`src/rtl/owb_pkg.sv`:
```
package owb_pkg;
    typedef enum logic [2:0] {
        ST_IDLE,
        ST_SLOT,
        ST_PD_WAIT,
        ST_PD_LOW,
        ST_PD_REL
    } owb_state_e;
endpackage

```
`src/rtl/owb_sync.sv`:
```
module owb_sync #(
    parameter int STAGES = 2
) (
    input  logic clk,
    input  logic rst_n,
    input  logic line_in,
    output logic line_s,
    output logic fall,
    output logic rise
);
    logic [STAGES-1:0] chain_d, chain_q;
    logic              prev_d, prev_q;

    always_comb begin
        chain_d = {chain_q[STAGES-2:0], line_in};
        prev_d  = chain_q[STAGES-1];
    end

    always_ff @(posedge clk or negedge rst_n) begin
        if (!rst_n) begin
            chain_q <= '1;
            prev_q  <= 1'b1;
        end else begin
            chain_q <= chain_d;
            prev_q  <= prev_d;
        end
    end

    assign line_s = chain_q[STAGES-1];
    assign fall   = prev_q & ~line_s;
    assign rise   = ~prev_q & line_s;
endmodule

```
`src/rtl/owb_sleep_det.sv`:
```
module owb_sleep_det #(
    parameter int T_SLEEP = 2000000
) (
    input  logic clk,
    input  logic rst_n,
    input  logic us_tick,
    input  logic line_s,
    input  logic sleep_en,
    output logic sleep_req
);
    localparam int SL_W = $clog2(T_SLEEP + 1);

    typedef struct packed {
        logic [SL_W-1:0] cnt;
        logic            req;
    } sleep_t;

    sleep_t d, q;

    always_comb begin
        d = q;
        if (line_s) begin
            d.cnt = '0;
            d.req = 1'b0;
        end else begin
            if (us_tick && q.cnt < SL_W'(T_SLEEP))
                d.cnt = q.cnt + 1'b1;
            if (sleep_en && q.cnt >= SL_W'(T_SLEEP))
                d.req = 1'b1;
        end
    end

    always_ff @(posedge clk or negedge rst_n) begin
        if (!rst_n) q <= '0;
        else        q <= d;
    end

    assign sleep_req = q.req;
endmodule

```
`src/rtl/owb_slot_fsm.sv`:
```
module owb_slot_fsm
    import owb_pkg::*;
#(
    parameter int CNT_W      = 10,
    parameter int T_RST_STD  = 480,
    parameter int T_RST_OD   = 48,
    parameter int T_ABT_STD  = 120,
    parameter int T_ABT_OD   = 16,
    parameter int T_SMP_STD  = 30,
    parameter int T_SMP_OD   = 3,
    parameter int T_HOLD_STD = 30,
    parameter int T_HOLD_OD  = 3,
    parameter int T_PDH_STD  = 30,
    parameter int T_PDH_OD   = 3,
    parameter int T_PDL_STD  = 120,
    parameter int T_PDL_OD   = 16
) (
    input  logic clk,
    input  logic rst_n,
    input  logic us_tick,
    input  logic line_s,
    input  logic fall,
    input  logic rise,
    input  logic speed_sel,
    input  logic tx_en,
    input  logic tx_bit,
    output logic drive_low,
    output logic rx_valid,
    output logic rx_bit,
    output logic bus_reset,
    output logic xact_abort,
    output logic od_mode
);
    typedef struct packed {
        owb_state_e       st;
        logic [CNT_W-1:0] cnt;   // ticks since slot fall / presence phase
        logic [CNT_W-1:0] low;   // ticks the line has been low in this slot
        logic             od;    // committed speed
        logic             cand;  // speed captured at the slot fall
        logic             rd;    // slot is a read slot
        logic             ab;    // slot already aborted
        logic             drv;
        logic             rxv;
        logic             rxb;
        logic             brst;
        logic             abp;
    } fsm_t;

    fsm_t d, q;

    logic [CNT_W-1:0] smp_t, hold_t, abt_t, pdh_t, pdl_t, rst_t;
    logic [CNT_W-1:0] cnt_nx, low_nx;

    always_comb begin
        smp_t  = q.od   ? CNT_W'(T_SMP_OD)  : CNT_W'(T_SMP_STD);
        hold_t = q.od   ? CNT_W'(T_HOLD_OD) : CNT_W'(T_HOLD_STD);
        abt_t  = q.od   ? CNT_W'(T_ABT_OD)  : CNT_W'(T_ABT_STD);
        pdh_t  = q.od   ? CNT_W'(T_PDH_OD)  : CNT_W'(T_PDH_STD);
        pdl_t  = q.od   ? CNT_W'(T_PDL_OD)  : CNT_W'(T_PDL_STD);
        rst_t  = q.cand ? CNT_W'(T_RST_OD)  : CNT_W'(T_RST_STD);
        cnt_nx = (q.cnt == '1) ? q.cnt : q.cnt + 1'b1;
        low_nx = (q.low == '1) ? q.low : q.low + 1'b1;
    end

    always_comb begin
        d      = q;
        d.rxv  = 1'b0;
        d.brst = 1'b0;
        d.abp  = 1'b0;
        unique case (q.st)
            ST_IDLE: begin
                d.drv = 1'b0;
                if (fall) begin
                    d.st   = ST_SLOT;
                    d.cnt  = '0;
                    d.low  = '0;
                    d.cand = speed_sel;
                    d.rd   = tx_en;
                    d.ab   = 1'b0;
                    d.drv  = tx_en & ~tx_bit;
                end
            end
            ST_SLOT: begin
                if (us_tick) begin
                    d.cnt = cnt_nx;
                    if (!line_s)
                        d.low = low_nx;
                    if (cnt_nx == smp_t && !q.rd && !q.ab) begin
                        d.rxv = 1'b1;
                        d.rxb = line_s;
                    end
                    if (cnt_nx == hold_t)
                        d.drv = 1'b0;
                    if (!line_s && low_nx == abt_t && !q.ab) begin
                        d.ab  = 1'b1;
                        d.abp = 1'b1;
                        d.drv = 1'b0;
                    end
                end
                if (rise && q.low >= rst_t) begin
                    d.st   = ST_PD_WAIT;
                    d.cnt  = '0;
                    d.od   = q.cand;
                    d.brst = 1'b1;
                    d.drv  = 1'b0;
                    d.rxv  = 1'b0;
                end else if (line_s && q.cnt >= smp_t && !q.drv) begin
                    d.st = ST_IDLE;
                end
            end
            ST_PD_WAIT: begin
                if (us_tick) begin
                    d.cnt = cnt_nx;
                    if (cnt_nx == pdh_t) begin
                        d.st  = ST_PD_LOW;
                        d.cnt = '0;
                        d.drv = 1'b1;
                    end
                end
            end
            ST_PD_LOW: begin
                if (us_tick) begin
                    d.cnt = cnt_nx;
                    if (cnt_nx == pdl_t) begin
                        d.st  = ST_PD_REL;
                        d.drv = 1'b0;
                    end
                end
            end
            ST_PD_REL: begin
                if (line_s)
                    d.st = ST_IDLE;
            end
            default: d.st = ST_IDLE;
        endcase
    end

    always_ff @(posedge clk or negedge rst_n) begin
        if (!rst_n) begin
            q    <= '0;
            q.st <= ST_IDLE;
        end else begin
            q <= d;
        end
    end

    assign drive_low  = q.drv;
    assign rx_valid   = q.rxv;
    assign rx_bit     = q.rxb;
    assign bus_reset  = q.brst;
    assign xact_abort = q.abp;
    assign od_mode    = q.od;
endmodule

```
`src/rtl/owire_bit_phy.sv`:
```
module owire_bit_phy #(
    parameter int SYNC_STAGES = 2,
    parameter int T_RST_STD   = 480,
    parameter int T_RST_OD    = 48,
    parameter int T_ABT_STD   = 120,
    parameter int T_ABT_OD    = 16,
    parameter int T_SMP_STD   = 30,
    parameter int T_SMP_OD    = 3,
    parameter int T_HOLD_STD  = 30,
    parameter int T_HOLD_OD   = 3,
    parameter int T_PDH_STD   = 30,
    parameter int T_PDH_OD    = 3,
    parameter int T_PDL_STD   = 120,
    parameter int T_PDL_OD    = 16,
    parameter int T_SLEEP     = 2000000
) (
    input  logic clk,
    input  logic rst_n,
    input  logic us_tick,
    input  logic line_in,
    input  logic speed_sel,
    input  logic sleep_en,
    input  logic tx_en,
    input  logic tx_bit,
    output logic drive_low,
    output logic rx_valid,
    output logic rx_bit,
    output logic bus_reset,
    output logic xact_abort,
    output logic od_mode,
    output logic sleep_req
);
    localparam int CNT_W = $clog2(T_RST_STD + 1) + 1;

    logic line_s, fall, rise;

    owb_sync #(.STAGES(SYNC_STAGES)) u_sync (
        .clk     (clk),
        .rst_n   (rst_n),
        .line_in (line_in),
        .line_s  (line_s),
        .fall    (fall),
        .rise    (rise)
    );

    owb_slot_fsm #(
        .CNT_W      (CNT_W),
        .T_RST_STD  (T_RST_STD),
        .T_RST_OD   (T_RST_OD),
        .T_ABT_STD  (T_ABT_STD),
        .T_ABT_OD   (T_ABT_OD),
        .T_SMP_STD  (T_SMP_STD),
        .T_SMP_OD   (T_SMP_OD),
        .T_HOLD_STD (T_HOLD_STD),
        .T_HOLD_OD  (T_HOLD_OD),
        .T_PDH_STD  (T_PDH_STD),
        .T_PDH_OD   (T_PDH_OD),
        .T_PDL_STD  (T_PDL_STD),
        .T_PDL_OD   (T_PDL_OD)
    ) u_fsm (
        .clk        (clk),
        .rst_n      (rst_n),
        .us_tick    (us_tick),
        .line_s     (line_s),
        .fall       (fall),
        .rise       (rise),
        .speed_sel  (speed_sel),
        .tx_en      (tx_en),
        .tx_bit     (tx_bit),
        .drive_low  (drive_low),
        .rx_valid   (rx_valid),
        .rx_bit     (rx_bit),
        .bus_reset  (bus_reset),
        .xact_abort (xact_abort),
        .od_mode    (od_mode)
    );

    owb_sleep_det #(.T_SLEEP(T_SLEEP)) u_sleep (
        .clk       (clk),
        .rst_n     (rst_n),
        .us_tick   (us_tick),
        .line_s    (line_s),
        .sleep_en  (sleep_en),
        .sleep_req (sleep_req)
    );
endmodule

```
`config.mk`:
```
export PLATFORM = sky130hd
export DESIGN_NAME = owire_bit_phy
export DESIGN_NICKNAME = d
export VERILOG_FILES = /design/src/rtl/owb_pkg.sv /design/src/rtl/owb_sync.sv /design/src/rtl/owb_sleep_det.sv /design/src/rtl/owb_slot_fsm.sv /design/src/rtl/owire_bit_phy.sv
export SDC_FILE = /design/constraint.sdc
export NUM_CORES = 1
export LEC_CHECK = 0
export BUFFER_PORTS_ARGS = -buffer_cell sky130_fd_sc_hd__buf_2
export CAP_MARGIN = 40
export CORE_UTILIZATION = 56
export DETAILED_ROUTE_END_ITERATION = 8
export PLACE_DENSITY = 0.76
export SETUP_SLACK_MARGIN = 0.3
export SLEW_MARGIN = 10
export SYNTH_ARGS = -nofsm -noshare
export SYNTH_HDL_FRONTEND = slang
export SYNTH_SLANG_ARGS = --single-unit
```
`constraint.sdc`:
```
create_clock -name clk -period 2.77 [get_ports clk]
set_input_delay 0.1385 -clock clk [delete_from_list [all_inputs] [get_ports clk]]
set_output_delay 0.1385 -clock clk [all_outputs]
set_load 0.005 [all_outputs]
```
## Word-level counts from Yosys, hierarchy flattened

Index checks and enable logic that the tools add are counted.

| operators by class | value |
|---|---|
| $add $sub $neg | 3 |
| $lt $le $gt $ge | 4 |
| eq/ne operators | 21 |
| multiplexer cells | 38 |
| bitwise gates (word level) | 6 |
| reductions and logical operators | 26 |

Operators by type and width:

| kind | count |
|---|---|
| 10-bit two-way mux | 4 |
| 10-bit case mux with 4 select lines | 1 |
| 13-bit two-way mux | 3 |
| 10-bit == test | 3 |
| 23-bit two-way mux | 1 |
| 22-bit two-way mux | 1 |
| 21-bit by 1-bit adder with 21-bit output (second input constant) | 1 |
| 21-bit greater-or-equal comparator (second input constant) | 1 |
| 21-bit less-than comparator (second input constant) | 1 |
| 21-bit two-way mux | 1 |
| 10-bit by 1-bit adder with 10-bit output (second input constant) | 2 |
| 10-bit == test (second input constant) | 2 |
| 10-bit greater-or-equal comparator | 2 |
| 20-bit two-way mux | 1 |
| 10-bit case mux with 2 select lines | 1 |
| 3-bit case mux with 5 select lines | 1 |
| 7-bit AND reduction | 2 |
| 3-bit two-way mux | 4 |
| 2-bit inequality test (second input constant) | 6 |
| 1-bit logical AND | 9 |
| 1-bit two-way mux | 9 |
| 9-bit two-way mux | 1 |
| 2-bit two-way mux | 4 |
| 4-bit two-way mux | 2 |
| 21 further kinds | 35 |

| storage, ports and cells | value |
|---|---|
| register bits | 57 |
| input bits | 8 |
| output and inout bits | 7 |
| word-level logic and storage cells | 114 |

## Depth between registers and ports, before layout

| depth | value |
|---|---|
| word-level depth | 9 |
| gate-level depth with buffers | 10 |
| depth with buffers taken out | 9 |

## By module

A second synthesis with hierarchy kept.

| second synthesis, totals | value |
|---|---|
| cell total of the unflattened synthesis | 409 |
| area, all modules | 3722.3 um^2 |

Modules (own cells, without submodules):

| module | instances | cells an instance | area each (um^2) | seq. area each (um^2) |
|---|---|---|---|---|
| owb_slot_fsm | 1 | 268 | 2387.3 | 800.8 |
| owb_sleep_det | 1 | 136 | 1241.2 | 550.5 |
| owb_sync | 1 | 5 | 93.8 | 78.8 |

## Least setup slack after synthesis

No wires, ideal clock.

| timing | value |
|---|---|
| path type | reg-to-reg |
| start point | reg u_fsm.q[9] (netlist bit) |
| end point | reg u_fsm.q (netlist bit u_fsm.drive_low) |
| setup time | 128 ps |
| arrival time | 2524 ps |
| data required time | 2642 ps |
| slack | 118 ps |
| cell stages (with the launch flop) | 9 |
| buffers on the path | 0 |
| period minus slack after synthesis | 2652 ps |
| path through | dfrtp_1 -> inv_1 -> ha_1 -> or4_1 -> or3_1 -> a2111oi_2 -> a221oi_1 -> a221oi_2 -> mux2_1 |

| between the ends | value |
|---|---|
| cells in the longest elaborated chain, start to end | 9 |
| elaborated cells on any way between the ends | 15 |
| classes of those cells | add/sub: 1; order compare: 1; eq/ne: 4; mux: 5; reduce/logical: 4 |

Ends and longest elaborated chain:

| what | RTL line | RTL |
|---|---|---|
| from (decl) | owb_slot_fsm.sv:49 | `fsm_t d, q;` |
| 10-bit by 1-bit adder with 10-bit output / 10-bit == test (equally long branches) | owb_slot_fsm.sv:62 | `low_nx = (q.low == '1) ? q.low : q.low + 1'b1;` |
| 10-bit two-way mux | owb_slot_fsm.sv:62 |  |
| 10-bit == test | owb_slot_fsm.sv:94 | `if (!line_s && low_nx == abt_t && !q.ab) begin` |
| 1-bit logical AND (2 in series) | owb_slot_fsm.sv:94 |  |
| 2-bit two-way mux | owb_slot_fsm.sv:94 |  |
| 4-bit two-way mux | owb_slot_fsm.sv:84 | `if (us_tick) begin` |
| 2-bit two-way mux | owb_slot_fsm.sv:100 | `if (rise && q.low >= rst_t) begin` |
| 1-bit case mux with 4 select lines | owb_slot_fsm.sv:70 | `unique case (q.st)` |

Several ways; a longest one is shown, not always the timed one. The select of a mux whose other input is x is not followed.
A chain may end at the register's enable or synchronous reset.

## Worst setup path in the final report

Ends and elaborated chain as after synthesis.

==> results.sh <==
export IMPL_status="completed"
export IMPL_syn_area_um2=3810
export IMPL_first_iter_violations=290
export IMPL_max_clock_freq_ghz=0.366
export IMPL_cpMostUsedCell="a221oi_2"
export IMPL_routed_top_layer="met4"
export IMPL_setup_viol=0
export IMPL_htree_levels=3
export IMPL_wl_met1_um=4100
export IMPL_end_kind="flip-flop"
export IMPL_setup_slack_ns=0.0390
export IMPL_io_pins=15
export IMPL_nFillCells=528
export IMPL_period_share=0.986
export IMPL_setup_tns_ns=0
export IMPL_place_congestion=0.888
export IMPL_clock_sinks=57
export IMPL_fin_crit_ns=2.73
export IMPL_crit_slowest_cell="or4_1"
export IMPL_met2_length_um=4660
export IMPL_crit_buf_inv=1
export IMPL_die_y_um=84.5
export IMPL_final_max_slew_viol_count=0
export IMPL_design_core_area_um2=6460
export IMPL_drive_above_1_share=0.217
export IMPL_overflow=0
export IMPL_ys_ff_latch=57
export IMPL_fin_skew_ns=0.0107
export IMPL_numCtsBuffers=9
export IMPL_synth_ff_type="dfrtp_1"
export IMPL_synth_area_leaders="dfrtp_1, ha_1, a21oi_1"
export IMPL_hold_path_class="input pin to flip-flop"
export IMPL_power_density_nw_per_um2=585
export IMPL_switching_share=0.366
export IMPL_synth_edf_count=0
export IMPL_ys_warn_count=0
export IMPL_cpLargestDelayFamily="simple AND/OR/NAND/NOR gates"
export IMPL_grt_max_degree=42
export IMPL_antenna_left=0
export IMPL_worstPathArrival_ns=2.95
export IMPL_critPathLaunchType="flip-flop"
export IMPL_die_x_um=84.5
export IMPL_wl_met3_um=493
export IMPL_yosysTopAreaCell="dfrtp_1"
export IMPL_dr_total_vias=3504
export IMPL_required_ns=2.99
export IMPL_die_area_um2=7140
export IMPL_routed_wirelength_um=9440
export IMPL_grt_pass1_vias=3274
export IMPL_via_per_inst=6.51
export IMPL_drt_pass1_iterations=5
export IMPL_grt_pass1_wl_um=15300
export IMPL_worstPathMaxFanout=4
export IMPL_antenna_found_initial=0
export IMPL_hold_violations=0
export IMPL_rows=29
export IMPL_cts_tree="built"
export IMPL_worst_setup_path_type="flip-flop to flip-flop"
export IMPL_clk_pin_slew_ns=0.07
export IMPL_clockPowerShare=0.279
export IMPL_clock_latency_ns=0.34
export IMPL_async_reset_ff_frac=1.00
export IMPL_syn_nets=456
export IMPL_max_slew_margin_rel=0.597
export IMPL_p_switching_uw=935
export IMPL_grt_util_all_layers=0.271
export IMPL_syn_inst=435
export IMPL_cts_buffer_depth=2
export IMPL_io_buffers=14
export IMPL_worst_slew_pin_slew_ns=0.595
export IMPL_total_power_mw=2.55
export IMPL_p_int_mw=1.62
export IMPL_nNetsFinal=477
export IMPL_drc=0
export IMPL_wl_per_cell_um=17.6
export IMPL_ys_types=67
export IMPL_final_cell_area_um2=4360
export IMPL_pwr_share_comb=0.333
export IMPL_area_growth_pct=14.4
export IMPL_maxCapViolCount=0
export IMPL_ir_worst_vdd_uv=318
export IMPL_cts_root_buf="clkbuf_8"
export IMPL_antenna_cells=0
export IMPL_path_cells="inv_1, ha_1, or4_1, or3_4, a2111oi_4, a221oi_2, a221oi_2, mux2_1"
export IMPL_place_detailed_hpwl_um=6090
export IMPL_seq_area_frac_synth=0.375
export IMPL_initial_core_util=0.590
export IMPL_cp_slowest_stage_delay_ns=0.47
export IMPL_seqPwrFrac=0.388
export IMPL_synth_top_area_share=0.354
export IMPL_rsz0062_at_grt="yes"
export IMPL_power_leakage_nw=1.83
export IMPL_syn_area_per_cell_um2=8.76
export IMPL_place_area_um2=3960
export IMPL_post_place_ws_ns=0.0753
-- synthesized netlist by cell type (3+ instances only) --
cell / n
a211oi_1: 12
a21o_1: 5
a21oi_1: 32
a221oi_1: 4
a31o_2: 3
a31oi_1: 5
and2_1: 4
and3_1: 11
and4_1: 5
buf_2: 13
buf_4: 4
clkbuf_1: 12
dfrtp_1: 54
dfstp_2: 3
ha_1: 13
inv_1: 21
mux2_2: 3
mux2i_1: 4
nand2_1: 31
nand2b_1: 6
nand3_1: 21
nand3b_1: 3
nand4_1: 7
nor2_1: 41
nor2b_1: 4
nor3_1: 11
nor4_1: 8
nor4b_1: 4
o21ai_0: 11
o22a_1: 7
o22ai_1: 4
o31ai_1: 5
or2_2: 3
or3_1: 5
xnor2_1: 10
xor2_1: 9
-- per-stage QoR --
step,hold WS (ns),cells,util
finish,0.0297,538,0.676
global route,0.0219,538,0.676
CTS,0.0172,530,0.650
detailed placement,0.0935,510,0.614
global placement,0.0876,510,0.614
floorplan,-0.157,435,-
-- state kept, by name, summed over array words and instances (netlist names) --
register / cells
u_fsm.q: 26
u_sleep.q: 21
u_sync.chain_q: 2
u_fsm.bus_reset: 1
u_fsm.drive_low: 1
u_fsm.od_mode: 1
u_fsm.rx_bit: 1
u_fsm.rx_valid: 1
u_fsm.xact_abort: 1
u_sleep.sleep_req: 1
u_sync.prev_q: 1
-- what timing repair did --
item,CTS,global route
setup endpoints to repair,14,15
pin swaps,2,7
gates cloned,0,0
setup buffers,2,8
hold endpoints to repair,17,0
gates resized for setup,6,25
hold buffers,2,0
-- path summary, 6_finish.rpt --
kind                                                  start  slack (ns)  depth (start not counted)                     endpoint
worst max-delay path                 u_fsm.q[9]$_DFFE_PN0P_        0.04                          8  u_fsm.drive_low$_DFFE_PN0P_
worst min-delay path                              speed_sel        0.03                          2       u_fsm.q[7]$_DFFE_PN0P_
worst max register to register       u_fsm.q[9]$_DFFE_PN0P_        0.04                          8  u_fsm.drive_low$_DFFE_PN0P_
worst min register to register  u_sync.chain_q[0]$_DFF_PN1_        0.36                          0  u_sync.chain_q[1]$_DFF_PN1_
max in group asynchronous                             rst_n        1.64                          3      u_sync.prev_q$_DFF_PN1_
min in group asynchronous                             rst_n        0.26                          2      u_fsm.q[12]$_DFFE_PN0P_
-- cell usage in the layout, fill, tap and decap left out, types with 7 or more instances in the layout --
master / Yosys / final
ha_1: 13 / 12
nand2_1: 31 / 30
a211oi_1: 12 / 12
nor2_1: 41 / 41
a21oi_1: 32 / 31
xor2_1: 9 / 9
buf_4: 4 / 23
nand3_1: 21 / 18
xnor2_1: 10 / 10
buf_2: 13 / 14
o21ai_0: 11 / 9
inv_1: 21 / 21
nor3_1: 11 / 10
dfrtp_1: 54 / 52
clkbuf_8: 0 / 10
nand4_1: 7 / 7
and3_1: 11 / 7
o22a_1: 7 / 7
-- routing by layer --
metal | up-vias | track usage
met5 | - | 0
met4 | 0 | 0.103
met3 | 24 | 0.0639
met2 | 144 | 0.447
met1 | 1697 | 0.348
li1 | 1639 | -
-- cells by family (layout without fill, tap and decap cells) --
kind of cell | Yosys count | after routing | share of synthesized area
adders and majority gates | 13 | 13 | 0.0427
and+or+nand+nor | 173 | 173 | 0.239
muxes | 8 | 8 | 0.0223
AOI/OAI and AO/OA | 114 | 114 | 0.217
buffers and inverters | 51 | 77 | 0.0604
xor gates and xnor gates | 19 | 19 | 0.0436
DFF | 57 | 57 | 0.375
-- power by group through the flow --
stage / Sequential (mW) / Clock (mW) / Combinational (mW)
3_3_place_gp: 1.00 / 0 / 0.716
5_1_grt: 1.00 / 0.768 / 0.940
3_5_place_dp: 1.01 / 0 / 0.750
4_1_cts: 0.987 / 0.731 / 0.771
2_1_floorplan: 0.962 / 0 / 0.568
6_report: 0.990 / 0.712 / 0.851
-- area by class of cell --
class	instances	area, µm²	share of cell area
Timing Repair Buffer	40	283	0.0648
Clock inverter	6	42.5	0.00975
Tap cell	77	96.3	0.0221
Multi-Input combinational cell	327	2290	0.525
Clock buffer	10	138	0.0315
Inverter	21	78.8	0.0181
Sequential cell	57	1430	0.328
(Power assumes the default switching activity.)
